## src/rtl/gpu_l1_line_ctrl.sv

```systemverilog
module gpu_l1_line_ctrl #(
  parameter int ADDR_W     = 12,
  parameter int LINE_BYTES = 4,
  parameter int LINES      = 4,
  parameter int BANK_BITS  = 2,
  parameter int CNT_W      = 6
) (
  input  logic                    clk,
  input  logic                    rst_n,
  input  logic                    wb_mode,
  input  logic                    l1_off,
  input  logic                    req_valid,
  output logic                    req_ready,
  input  logic [2:0]              req_op,
  input  logic [ADDR_W-1:0]       req_addr,
  input  logic [8*LINE_BYTES-1:0] req_wdata,
  input  logic [LINE_BYTES-1:0]   req_mask,
  input  logic                    rsp_valid,
  output logic                    rsp_ready,
  input  logic                    rsp_wback,
  input  logic [ADDR_W-1:0]       rsp_addr,
  input  logic [8*LINE_BYTES-1:0] rsp_data,
  output logic                    msg_valid,
  output logic [1:0]              msg_kind,
  output logic [ADDR_W-1:0]       msg_addr,
  output logic [BANK_BITS-1:0]    msg_bank,
  output logic [8*LINE_BYTES-1:0] msg_data,
  output logic [LINE_BYTES-1:0]   msg_mask,
  output logic                    load_done,
  output logic                    store_done,
  output logic                    inv_done,
  output logic                    flush_done,
  output logic [ADDR_W-1:0]       done_addr,
  output logic [8*LINE_BYTES-1:0] done_data
);
  localparam int OFF   = $clog2(LINE_BYTES);
  localparam int IDX_W = $clog2(LINES);
  localparam int TAG_W = ADDR_W - OFF - IDX_W;
  localparam int DW    = 8 * LINE_BYTES;

  localparam logic [2:0] S_I = 3'd0, S_V = 3'd1, S_W = 3'd2, S_M = 3'd3, S_L = 3'd4, S_A = 3'd5;
  localparam logic [2:0] OP_LD = 3'd0, OP_ST = 3'd1, OP_SPILL = 3'd2, OP_THRU = 3'd3,
                         OP_ATOM = 3'd4, OP_FLUSH = 3'd5, OP_EVICT = 3'd6;
  localparam logic [1:0] K_RD = 2'd0, K_WT = 2'd1, K_AT = 2'd2;

  logic [2:0]            st  [LINES];
  logic [TAG_W-1:0]      tg  [LINES];
  logic [DW-1:0]         dat [LINES];
  logic [LINE_BYTES-1:0] msk [LINES];
  logic [CNT_W-1:0]      wt_cnt;
  logic                  flush_pend;

  function automatic logic [DW-1:0] merge(input logic [DW-1:0] nw, input logic [DW-1:0] old,
                                          input logic [LINE_BYTES-1:0] m);
    logic [DW-1:0] r;
    for (int b = 0; b < LINE_BYTES; b++) r[8*b +: 8] = m[b] ? nw[8*b +: 8] : old[8*b +: 8];
    return r;
  endfunction

  wire [ADDR_W-1:0]     a_sel  = rsp_valid ? rsp_addr : req_addr;
  wire [IDX_W-1:0]      ix     = a_sel[OFF +: IDX_W];
  wire [TAG_W-1:0]      tq     = a_sel[ADDR_W-1 -: TAG_W];
  wire [ADDR_W-1:0]     a_line = {a_sel[ADDR_W-1:OFF], {OFF{1'b0}}};
  wire                  hit    = (st[ix] != S_I) && (tg[ix] == tq);
  wire [2:0]            cs     = hit ? st[ix] : S_I;
  wire                  other  = (st[ix] != S_I) && !hit;
  wire [DW-1:0]         cur_d  = hit ? dat[ix] : '0;
  wire [LINE_BYTES-1:0] cur_m  = hit ? msk[ix] : '0;
  wire                  dirty  = (cs == S_W) || (cs == S_M) || (cs == S_L);
  wire                  is_st  = (req_op == OP_ST) || (req_op == OP_SPILL);
  wire [2:0]            eop    = (is_st && (l1_off || (req_op == OP_ST && !wb_mode))) ? OP_THRU : req_op;
  wire                  blocked = (cs == S_A) && (req_op != OP_FLUSH) && (req_op != OP_EVICT);

  logic                  vict, m_v, d_ld, d_st, d_inv, w_en, wt_dec, fl_set;
  logic [1:0]            m_k;
  logic [ADDR_W-1:0]     m_a;
  logic [DW-1:0]         m_d, d_dat, w_d;
  logic [LINE_BYTES-1:0] m_m, w_m;
  logic [2:0]            w_st;

  always_comb begin
    req_ready = 1'b0; rsp_ready = 1'b0; vict = 1'b0;
    m_v = 1'b0; m_k = K_RD; m_a = a_line; m_d = '0; m_m = '0;
    d_ld = 1'b0; d_st = 1'b0; d_inv = 1'b0; d_dat = cur_d;
    w_en = 1'b0; w_st = cs; w_d = cur_d; w_m = cur_m;
    wt_dec = 1'b0; fl_set = 1'b0;
    if (rsp_valid) begin
      if (rsp_wback) begin
        rsp_ready = 1'b1; wt_dec = 1'b1;
      end else if (cs == S_A) begin
        rsp_ready = 1'b1; d_st = 1'b1; w_en = 1'b1; w_st = S_I;
      end else if (l1_off || (other && st[ix] == S_A)) begin
        rsp_ready = 1'b1; d_ld = 1'b1; d_dat = rsp_data;
      end else if (other) begin
        vict = 1'b1;
      end else begin
        rsp_ready = 1'b1; d_ld = 1'b1; w_en = 1'b1;
        w_d   = merge(cur_d, rsp_data, cur_m);
        w_st  = (cs == S_I || cs == S_V) ? S_V : (cs == S_L ? S_L : S_M);
        d_dat = w_d;
      end
    end else if (req_valid && !blocked) begin
      case (eop)
        OP_LD:
          if (cs == S_W) begin
            m_v = 1'b1; m_k = K_WT; m_d = cur_d; m_m = cur_m; w_en = 1'b1; w_st = S_I;
          end else begin
            req_ready = 1'b1;
            if (cs == S_I) m_v = 1'b1;
            else d_ld = 1'b1;
          end
        OP_ST, OP_SPILL:
          if (other) vict = (st[ix] != S_A);
          else begin
            req_ready = 1'b1; d_st = 1'b1; w_en = 1'b1;
            w_d = merge(req_wdata, cur_d, req_mask);
            w_m = cur_m | req_mask;
            if (eop == OP_SPILL && (cs == S_I || cs == S_V || cs == S_L)) w_st = S_L;
            else if (cs == S_I) w_st = S_W;
            else if (cs == S_V) w_st = S_M;
          end
        OP_THRU: begin
          req_ready = 1'b1; d_st = 1'b1; m_v = 1'b1; m_k = K_WT;
          m_d = merge(req_wdata, cur_d, req_mask);
          m_m = cur_m | req_mask;
          if (hit) begin w_en = 1'b1; w_st = S_I; end
        end
        OP_ATOM:
          if (dirty) begin
            m_v = 1'b1; m_k = K_WT; m_d = cur_d; m_m = cur_m; w_en = 1'b1; w_st = S_I;
          end else if (other) vict = (st[ix] != S_A);
          else begin
            req_ready = 1'b1; m_v = 1'b1; m_k = K_AT; m_d = req_wdata; m_m = req_mask;
            w_en = 1'b1; w_st = S_A;
          end
        OP_FLUSH: begin
          req_ready = 1'b1; fl_set = 1'b1;
          if (cs == S_W || cs == S_M) begin
            m_v = 1'b1; m_k = K_WT; m_d = cur_d; m_m = cur_m; w_en = 1'b1; w_st = S_I;
          end
        end
        OP_EVICT: begin
          req_ready = 1'b1; d_inv = 1'b1;
          if (cs == S_V) begin w_en = 1'b1; w_st = S_I; end
          else if (cs == S_M) begin w_en = 1'b1; w_st = S_W; end
        end
        default: req_ready = 1'b1;
      endcase
    end
    if (vict) begin
      w_en = 1'b1; w_st = S_I;
      if (st[ix] != S_V) begin
        m_v = 1'b1; m_k = K_WT; m_a = {tg[ix], ix, {OFF{1'b0}}}; m_d = dat[ix]; m_m = msk[ix];
      end
    end
  end

  wire              wt_inc = m_v && (m_k == K_WT);
  wire [CNT_W-1:0]  cnt_n  = wt_cnt + CNT_W'(wt_inc) - CNT_W'(wt_dec && (wt_cnt != 0 || wt_inc));
  wire              fp_n   = flush_pend | fl_set;

  always_ff @(posedge clk or negedge rst_n) begin
    if (!rst_n) begin
      for (int i = 0; i < LINES; i++) st[i] <= S_I;
      msg_valid <= 1'b0; msg_kind <= K_RD; msg_addr <= '0; msg_bank <= '0;
      msg_data <= '0; msg_mask <= '0;
      load_done <= 1'b0; store_done <= 1'b0; inv_done <= 1'b0; flush_done <= 1'b0;
      done_addr <= '0; done_data <= '0;
      wt_cnt <= '0; flush_pend <= 1'b0;
    end else begin
      if (w_en) st[ix] <= w_st;
      msg_valid <= m_v; msg_kind <= m_k; msg_addr <= m_a; msg_bank <= m_a[OFF +: BANK_BITS];
      msg_data <= m_d; msg_mask <= m_m;
      load_done <= d_ld; store_done <= d_st; inv_done <= d_inv;
      done_addr <= a_line; done_data <= d_dat;
      wt_cnt <= cnt_n;
      flush_done <= fp_n && (cnt_n == 0);
      flush_pend <= fp_n && (cnt_n != 0);
    end
  end

  always_ff @(posedge clk) begin
    if (w_en) begin
      tg[ix]  <= tq;
      dat[ix] <= w_d;
      msk[ix] <= w_m;
    end
  end

  a_r1_rsp_first: assert property (@(posedge clk) disable iff (!rst_n) rsp_valid |-> !req_ready);
  a_r1_one_callback: assert property (@(posedge clk) disable iff (!rst_n)
    $onehot0({load_done, store_done, inv_done}));
  a_r3_miss_no_data: assert property (@(posedge clk) disable iff (!rst_n)
    (msg_valid && msg_kind == K_RD) |-> !load_done);
  a_r9_flush_drained: assert property (@(posedge clk) disable iff (!rst_n)
    flush_done |-> (wt_cnt == 0));
endmodule

```

## config.mk

```make
export PLATFORM = sky130hd
export DESIGN_NAME = gpu_l1_line_ctrl
export DESIGN_NICKNAME = d
export VERILOG_FILES = /design/src/rtl/gpu_l1_line_ctrl.sv
export SDC_FILE = /design/constraint.sdc
export NUM_CORES = 1
export LEC_CHECK = 0
export CAP_MARGIN = 20
export CELL_PAD_IN_SITES_DETAIL_PLACEMENT = 0
export CELL_PAD_IN_SITES_GLOBAL_PLACEMENT = 1
export CORE_ASPECT_RATIO = 1.1
export CORE_MARGIN = 2
export CORE_UTILIZATION = 39
export CTS_CLUSTER_DIAMETER = 40
export DETAILED_ROUTE_END_ITERATION = 8
export PLACE_DENSITY_LB_ADDON = 0.12
export SETUP_SLACK_MARGIN = 0.05
export SLEW_MARGIN = 5
export SYNTH_ARGS = -nofsm -noshare
export SYNTH_HDL_FRONTEND = slang
export SYNTH_SLANG_ARGS = --single-unit
```

## constraint.sdc

```tcl
create_clock -name clk -period 4.85 [get_ports clk]
set_input_delay 1.2125 -clock clk [delete_from_list [all_inputs] [get_ports clk]]
set_output_delay 1.2125 -clock clk [all_outputs]
set_load 0.005 [all_outputs]
```

## Word-level counts from Yosys, hierarchy flattened

Memories as Yosys holds them, arrays and structs flattened.
Index checks and enable logic that the tools add are counted.

- Reduce and logical (&&, ||, !) cells: 32
- Bitwise logic cells: 3
- $add $sub $neg: 2
- Equality and inequality tests: 20
- $lt $le $gt $ge: 2
- Muxes and demuxes: 146

Operators by type and width:

| kind | count |
|---|---|
| $mux 32 | 21 |
| $pmux 32 s4 | 1 |
| $mux 3 | 25 |
| $mux 8 | 8 |
| $mux 1 | 58 |
| $mux 4 | 13 |
| $mux 12 | 3 |
| $eq 3x3->1 const B | 6 |
| $pmux 3 s6 | 1 |
| $pmux 4 s4 | 1 |
| $eq 3x2->1 const B | 5 |
| $logic_and 1x1->1 | 14 |
| $bwmux 12 | 1 |
| $mux 2 | 6 |
| $reduce_bool 6->1 | 2 |
| $eq 3x1->1 const B | 3 |
| $ne 3x3->1 const B | 3 |
| $eq 8x8->1 | 1 |
| $logic_or 1x1->1 | 8 |
| $pmux 2 s4 | 1 |
| $add 6x1->6 | 1 |
| $bmux 3 s2 | 1 |
| $demux 3 s2 | 1 |
| $logic_not 3->1 | 2 |
| other kinds (16) | 19 |

- Output and inout bits: 103
- Input bits: 102
- Word-level logic and storage cells: 226
- Memories kept: 3
- Register bits: 118
- RAM bits: 176

Memories:

| name | words | width | read ports | clocked after memory_dff | write ports | RTL line | text |
|---|---|---|---|---|---|---|---|
| dat | 4 | 32 | 1 | 0 | 1 | 48 | `logic [DW-1:0] dat [LINES];` |
| tg | 4 | 8 | 1 | 0 | 1 | 47 | `logic [TAG_W-1:0] tg [LINES];` |
| msk | 4 | 4 | 1 | 0 | 1 | 49 | `logic [LINE_BYTES-1:0] msk [LINES];` |

## Depth between registers and ports, before layout

Gate-level depths: netlist of run 1.

- Depth in word-level cells: 24
- Depth in mapped cells: 25
- Mapped depth without buffers: 22

## Worst setup path after synthesis of run 1

No wires, ideal clock.

- Path type: in2reg
- Start: in rsp_valid
- End: reg flush_done
- Setup time: 0.073 ns
- Data arrival time: 5.298 ns
- Stages on the path: 22
- Buffers on the path: 3
- Slack: -0.522 ns
- Cell sequence: buf_6 > mux2i_4 > inv_4 > buf_8 > mux2i_1 > xnor2_1 > nand4_1 > mux2_4 > buf_6 > nor2_2 > nor3_1 > a21oi_1 > a41oi_1 > ha_1 > inv_1 > ha_1 > inv_1 > fa_1 > inv_1 > or3_1 > nor4_1 > nor2b_1

- Longest elaborated chain between the ends: 24

Ends and longest elaborated chain:

| element | RTL line | text |
|---|---|---|
| start, declared | 18 | `input logic rsp_valid,` |
| parallel branches: the longest is 21 deep, another holds $mux 12 | -- |  |
| $sub 6x1->6 (*) | 159 | `wire [CNT_W-1:0] cnt_n = wt_cnt + CNT_W'(wt_inc) - CNT_W'(wt_dec && (wt_cnt != 0 \|\| wt_inc));` |
| net cnt_n[1] | 159 |  |
| $logic_not 6->1 (*) | 177 | `flush_done <= fp_n && (cnt_n == 0);` |
| $logic_and 1x1->1 (*) | 177 |  |
| end signal, assigned | 177 |  |
| end, declared | 32 | `output logic flush_done,` |

Mark *: on every way through the listed nets, which the timed path passes. The select of a mux whose other input is x is not followed.
A chain may end at the register's enable or synchronous reset.

## Final worst setup path of run 1

- Start: in rsp_valid
- End: out req_ready

- Longest elaborated chain between the ends: 15

Ends and longest elaborated chain:

| element | RTL line | text |
|---|---|---|
| $mux 12 | 60 | `wire [ADDR_W-1:0] a_sel = rsp_valid ? rsp_addr : req_addr;` |
| $not 2->3 (not written as such) | 64, 65, 66 |  |
| $bmux 3 s2 | 64, 65, 66 |  |
| $mux 3 (not written as such) (2 in a row) | 64, 65, 66 |  |
| $reduce_bool 3->1 | 64, 66 |  |
| $logic_and 1x1->1 | 64 | `wire hit = (st[ix] != S_I) && (tg[ix] == tq);` |
| $mux 3 | 65 | `wire [2:0] cs = hit ? st[ix] : S_I;` |
| $eq 3x2->1, or another cell as far along | 69, 105 |  |
| $logic_or 1x1->1 or $logic_and 1x1->1 (tied branches) (2 in a row) | 69, 72 |  |
| $mux 1 or $logic_not 1->1 (tied branches) | 129, 102 |  |
| $pmux 1 s3 or $logic_and 1x1->1 (tied branches) | 103, 102 |  |
| $mux 1 | 102 | `end else if (req_valid && !blocked) begin` |
| $mux 1 (*) | 87 | `if (rsp_valid) begin` |
| end, declared | 13 | `output logic req_ready,` |

Every way passes the cells marked *; elsewhere a longest branch is shown, timed or not. The select of a mux whose other input is x is not followed.

==> impl_metrics.toml, run 1 <==
[pwr]
p_seq_frac = 0.371
pwr-share-comb = 0.239
internal-power_w = 0.00562
p_per_area_nw_per_um2 = 411
switching_share = 0.284
p_sw_w = 0.00223
ir_drop_uv = 365
clkPwrFrac = 0.391
p_leak_nw = 7.67

[setup_path]
reg2reg_depth = 20
path_cells = "buf_6 > buf_6 > buf_4 > a32oi_4 > o2111ai_2 > xnor2_1 > buf_4 > nand4_1 > buf_6 > buf_4 > nor3_4 > a21oi_1 > o211a_1 > buf_2"
worst-setup-path-type = "input port to primary output"
required_ns = 3.64
cp_slowest_stage_delay_ns = 0.33
critPathArrivalTime_ns = 3.52
crit_path_start = "rsp_valid"
reg2reg_slack_ns = 0.81
cp_max_fo = 6
endpoint_kind = "primary output"
crit_buf_inv = 7
crit_slowest_cell = "a32oi_4"
timing.rr.end = "flush_done"
crit_end = "req_ready"
start_kind = "input port"
r2r-start = "tg[1][4]"
crit_family = "buffers and inverters"
path_depth = 14

[placement]
place_hpwl_mm = 29.3
dpl_worst_slack_ns = -0.958
routabilityCongestion = 0.958
port_buffers = 196

[routing]
drt_wl_total_mm = 42.7
wl_met3_mm = 2.25
drt-initial-drc-count = 966
dr_total_vias = 11100
wl_met1_mm = 18.0
drtAntennaViolNets = 0
firstDrtPassIters = 5
wl_met2_mm = 21.4
via_per_inst = 5.60
wl_per_cell_um = 21.7
drc = 0
top_layer = "met5"

[die]
die_h_um = 199
io_pins = 205
coreArea_um2 = 34100
fp.dieArea_um2 = 36100
start_util = 0.395
rows = 71
fp.dieW_um = 181

[global_routing]
grt_pass1_vias = 11100
antenna_found_initial = 3
grt_overflow_total = 0
grt_start_max_net_pins = 71
grt_use_total = 0.237
grt_pass1_wl_mm = 65.0

[timing]
relSlewSlack = 0.308
skew_ns = 0.0213
finalSetupTns_ns = 0
fin_crit_sh = 0.976
max_freq_mhz = 211
rsz0062_at_grt = "yes"
fin_ws_ns = 0.115
max_slew.worst_pin.slew_ns = 1.04
drv_slew = 0
finalHoldViolCount = 0
holdWs_ns = 0.493
finalSetupViolations = 0
final.min_clock_period_ns = 4.74

[logic_synthesis]
yosysWarnings = 0
synth.cell_area_um2 = 13500
seq_area_frac_synth = 0.600
synth-edff-count = 176
yosys_most_used_dff = "edfxtp_1"
synth_cells = 1130
syn_avg_cell_area_um2 = 11.9
ys_types = 81
synth-async-reset-ratio = 0.389
synth.ff_latch_count = 288

[status]
outcome = "complete, no violations"

[cts]
numCtsBuffers = 42
clockRootBuffer = "clkbuf_16"
cts_tree = "built"
clk_pin_slew_worst_paths_ns = 0.05
clk_latency_ns = 0.55
htree_levels = 2
cts_hold_buf = 0
clock-sinks = 288
clockBufferDepth = 3

[job]
maxCapViolations = 0

[finish]
mostFrequentLayoutCell = "clkdlybuf4s50_1"
layout_common_cells = "clkdlybuf4s50_1 (188), edfxtp_1 (176), nand2_1 (170), buf_4 (167), dfrtp_1 (112)"
layout-drive-gt1-share = 0.235
layout.nets = 1612
area_growth_pct = 41.8

[worst_hold_path]
hold_class = "register to register"
## routing by layer
metal	vias to the layer above	global-route usage
met1	5504	0.311
li1	5079	-
met5	-	0
met4	2	0.0798
met3	78	0.0342
met2	395	0.406
## flip-flops by register name (all words and copies together), names as in the netlist, 4 cells and up
register   cells
msg_data      32
wt_cnt         6
st            12
done_addr      9
msg_addr       8
done_data     32
msk           16
msg_mask       4
dat          128
tg            32
## cell usage after synthesis (all sizes together), types with 10 or more instances
cell    count  share of area
edfxtp    176           0.39
nand2     174          0.049
dfrtp     112           0.21
a22o       64          0.042
nor2       64          0.019
a31oi      55          0.027
a21oi      49          0.019
a221oi     45          0.031
mux2i      39          0.030
and3       37          0.017
inv        33         0.0094
buf        32          0.015
clkbuf     30         0.0084
o21ai      21         0.0097
mux2       17          0.014
xnor2      15         0.0097
nand3      12         0.0045
a21o       11         0.0061
nor3       11         0.0061
o22ai      10         0.0046
## cell type report
type	instances	area, µm²
fill	2952	15000
timing repair buffer	385	3560
sequential	288	8090
tap	438	548
timing repair inverter	1	16.3
inverter	33	136
clock inverter	28	315
antenna	2	5.00
multi-input combinational	750	5320
clock buffer	49	1120
## through the flow
stage | utilization | instance area [µm²] | cells | total power, W
2_1_floorplan | - | 13600 | 1133 | 0.00383
3_3_place_gp | 0.503 | 17100 | 1869 | 0.00466
3_5_place_dp | 0.503 | 17100 | 1869 | 0.00467
4_1_cts | 0.556 | 19000 | 1964 | 0.00786
5_1_grt | 0.560 | 19100 | 1974 | 0.00818
6_report | 0.560 | 19100 | 1974 | 0.00785
## worst register-to-register path: cells and delay by family, from the launching register on
kind	cells	cell delay, ns
compound gates	4	0.58
fa+ha+maj	3	0.95
buf+inv	7	0.68
xor+xnor	1	0.14
flops	1	0.38
simple gates	5	1.23
## kinds of logic (layout without fill, tap and decap cells)
family / after synthesis / in the layout / synth area share
adder cells (fa/ha/maj): 9 / 9 / 0.00891
flip-flops: 288 / 288 / 0.600
multiplexers: 56 / 56 / 0.0444
other: 1 / 6 / 0.000278
buffers and inverters: 95 / 496 / 0.0325
XOR/XNOR: 17 / 17 / 0.0110
AND/OR/NAND/NOR: 341 / 341 / 0.118
AO/OA/AOI/OAI: 323 / 323 / 0.185
## worst min path at each step
| stage | startpoint | endpoint | slack [ns] | depth (start not counted) |
|---|---|---|---|---|
| after floorplan | st[10] | st[10] | 0.46 | 1 |
| after global placement | st[4] | st[4] | 0.47 | 1 |
| after detailed placement | st[1] | st[1] | 0.48 | 1 |
| after CTS | st[4] | st[4] | 0.50 | 1 |
| after global routing | st[4] | st[4] | 0.51 | 1 |
| final | st[4] | st[4] | 0.49 | 1 |
## what timing repair did
| action | in CTS | in global routing |
|---|---|---|
| pin swaps | 16 | 18 |
| cloned | 1 | 1 |
| buffers inserted | 17 | 7 |
| resized for setup | 65 | 24 |
| hold endpoints to repair | 0 | 0 |
| setup endpoints to repair | 5 | 4 |
## power groups by stage
stage	clock [W]	combinational (W)	sequential, W
6_report	0.00307	0.00187	0.00291
5_1_grt	0.00323	0.00202	0.00293
4_1_cts	0.00312	0.00183	0.00291
3_5_place_dp	0	0.00172	0.00295
3_3_place_gp	0	0.00171	0.00295
2_1_floorplan	0	0.000882	0.00295
Note: power is estimated with default switching activity, not from simulation.
==> run 2, diff against run 1 <==
==> constraint.sdc (replaced) <==
create_clock -name clk -period 4.85 [get_ports clk]
set_input_delay 1.2125 -clock clk [delete_from_list [all_inputs] [get_ports clk]]
set_output_delay 1.2125 -clock clk [all_outputs]
set_load 0.02 [all_outputs]
==> impl_metrics.toml, run 2 (synthesis results as in run 1) <==
[status]
outcome = "complete, no violations"

[cts]
clk_pin_slew_worst_paths_ns = 0.06
cts_hold_buf = 0
clock-sinks = 288
htree_levels = 2
cts_tree = "built"
clockRootBuffer = "clkbuf_16"
clockBufferDepth = 3
numCtsBuffers = 41
clk_latency_ns = 0.53

[die]
die_h_um = 199
io_pins = 205
fp.dieArea_um2 = 36100
fp.dieW_um = 181
rows = 71
coreArea_um2 = 34100
start_util = 0.395

[timing]
finalHoldViolCount = 0
rsz0062_at_grt = "yes"
relSlewSlack = 0.367
max_freq_mhz = 212
max_slew.worst_pin.slew_ns = 0.950
finalSetupViolations = 0
fin_ws_ns = 0.137
final.min_clock_period_ns = 4.71
skew_ns = 0.0178
drv_slew = 0
fin_crit_sh = 0.972

[placement]
port_buffers = 196
dp.cells = 1872
place_hpwl_mm = 29.6
routabilityCongestion = 0.957
dpl_worst_slack_ns = -0.947

[global_routing]
grt_pass1_vias = 11000
grt_overflow_total = 0
antenna_found_initial = 3
grt_pass1_wl_mm = 64.3
grt_use_total = 0.234
grt_start_max_net_pins = 71

[pwr]
clkPwrFrac = 0.378
ir_drop_uv = 429
p_per_area_nw_per_um2 = 406
switching_share = 0.293
p_sw_w = 0.00228
internal-power_w = 0.00548
p_seq_frac = 0.376
pwr-share-comb = 0.246
p_leak_nw = 7.67

[routing]
drtAntennaViolNets = 0
drt-initial-drc-count = 745
firstDrtPassIters = 5
dr_total_vias = 10900
drt_wl_total_mm = 42.6
wl_per_cell_um = 21.6
via_per_inst = 5.52
drc = 0

[worst_hold_path]
hold_class = "register to register"

[finish]
layout.nets = 1610
mostFrequentLayoutCell = "clkdlybuf4s50_1"
layout_common_cells = "clkdlybuf4s50_1 (188), edfxtp_1 (176), nand2_1 (171), buf_4 (162), dfrtp_1 (112)"
finalNonFillerCells = 1971
area_growth_pct = 41.5
largest_register_ffs = 128
top_register = "dat"
layout-drive-gt1-share = 0.233

[setup_path]
cp_max_fo = 5
critPathArrivalTime_ns = 3.50
worst-setup-path-type = "input port to primary output"
endpoint_kind = "primary output"
start_kind = "input port"
required_ns = 3.64

[job]
maxCapViolations = 0
## run 2: routing by layer
| layer | global-route usage | wire length (µm) | vias up |
|---|---|---|---|
| met2 | 0.408 | 21400 | 371 |
| met5 | 0 | 7 | - |
| met4 | 0.0819 | 1190 | 2 |
| li1 | - | - | 5074 |
| met1 | 0.297 | 17700 | 5351 |
| met3 | 0.0395 | 2350 | 82 |
## run 2: critical path, stage by stage
cell	delay [ns]
buf_8	0.10
buf_6	0.12
buf_4	0.14
nor3_2	0.14
buf_4	0.18
o21bai_1	0.07
nand4_1	0.13
xnor2_1	0.14
buf_4	0.15
nand4_1	0.11
buf_6	0.16
buf_4	0.15
nor3_4	0.21
a21oi_1	0.09
o211a_1	0.23
buf_2	0.16
## run 2: worst paths after layout
path                            from      endpoint  slack, ns  cells after the start
max                        rsp_valid     req_ready       0.14                     16
min                            st[1]         st[1]       0.50                      1
max reg2reg                 tg[1][4]    flush_done       0.79                     19
min reg2reg                    st[1]         st[1]       0.50                      1
max in group asynchronous      rst_n        st[11]       3.32                      2
min in group asynchronous      rst_n  done_addr[3]       0.73                      1
## run 2: through the flow
stage	power, W	area, µm²	utilization	hold slack (ns)	setup TNS, ns
floorplan	0.00391	13600	-	0.457	-38.22
detailed placement	0.00476	17200	0.505	0.487	-5.59
CTS	0.00776	18800	0.552	0.500	0
global placement	0.00475	17200	0.505	0.473	-4.69
global route	0.00808	19100	0.559	0.521	-0.0127
finish	0.00775	19100	0.559	0.499	0
## run 2: repair_timing
item	4_1_cts	5_1_grt
gates cloned	1	1
gates resized for setup	42	39
setup buffers	10	12
pin swaps	9	23
hold endpoints to repair	0	0
endpoints found under the setup margin	4	4
## run 2: area by class of cell
cell class	count	area [µm²]
diodes	2	5.00
clock buffers	53	1150
clock inverters	22	223
fillers	2951	15000
inverters	33	136
multi-input cells	750	5320
flip-flops and latches	288	8090
well taps	438	548
repair buffers	384	3600
repair inverters	1	8.76
## run 2: power groups by stage
stage	clock, W	combinational [W]	sequential (W)
global placement	0	0.00181	0.00295
floorplan	0	0.000889	0.00302
detailed placement	0	0.00181	0.00295
global route	0.00310	0.00205	0.00294
CTS	0.00299	0.00186	0.00291
finish	0.00293	0.00191	0.00291
==> run 3, diff against run 2 <==
--- a/config.mk
+++ b/config.mk
@@ -13,6 +13,7 @@
 export CORE_UTILIZATION = 39
 export CTS_CLUSTER_DIAMETER = 40
 export DETAILED_ROUTE_END_ITERATION = 8
+export HOLD_SLACK_MARGIN = 0.03
 export PLACE_DENSITY_LB_ADDON = 0.12
 export SETUP_SLACK_MARGIN = 0.05
 export SLEW_MARGIN = 5
==> results of run 3 <==
The final DEF is identical to that of run 2; final timing and power are the same.
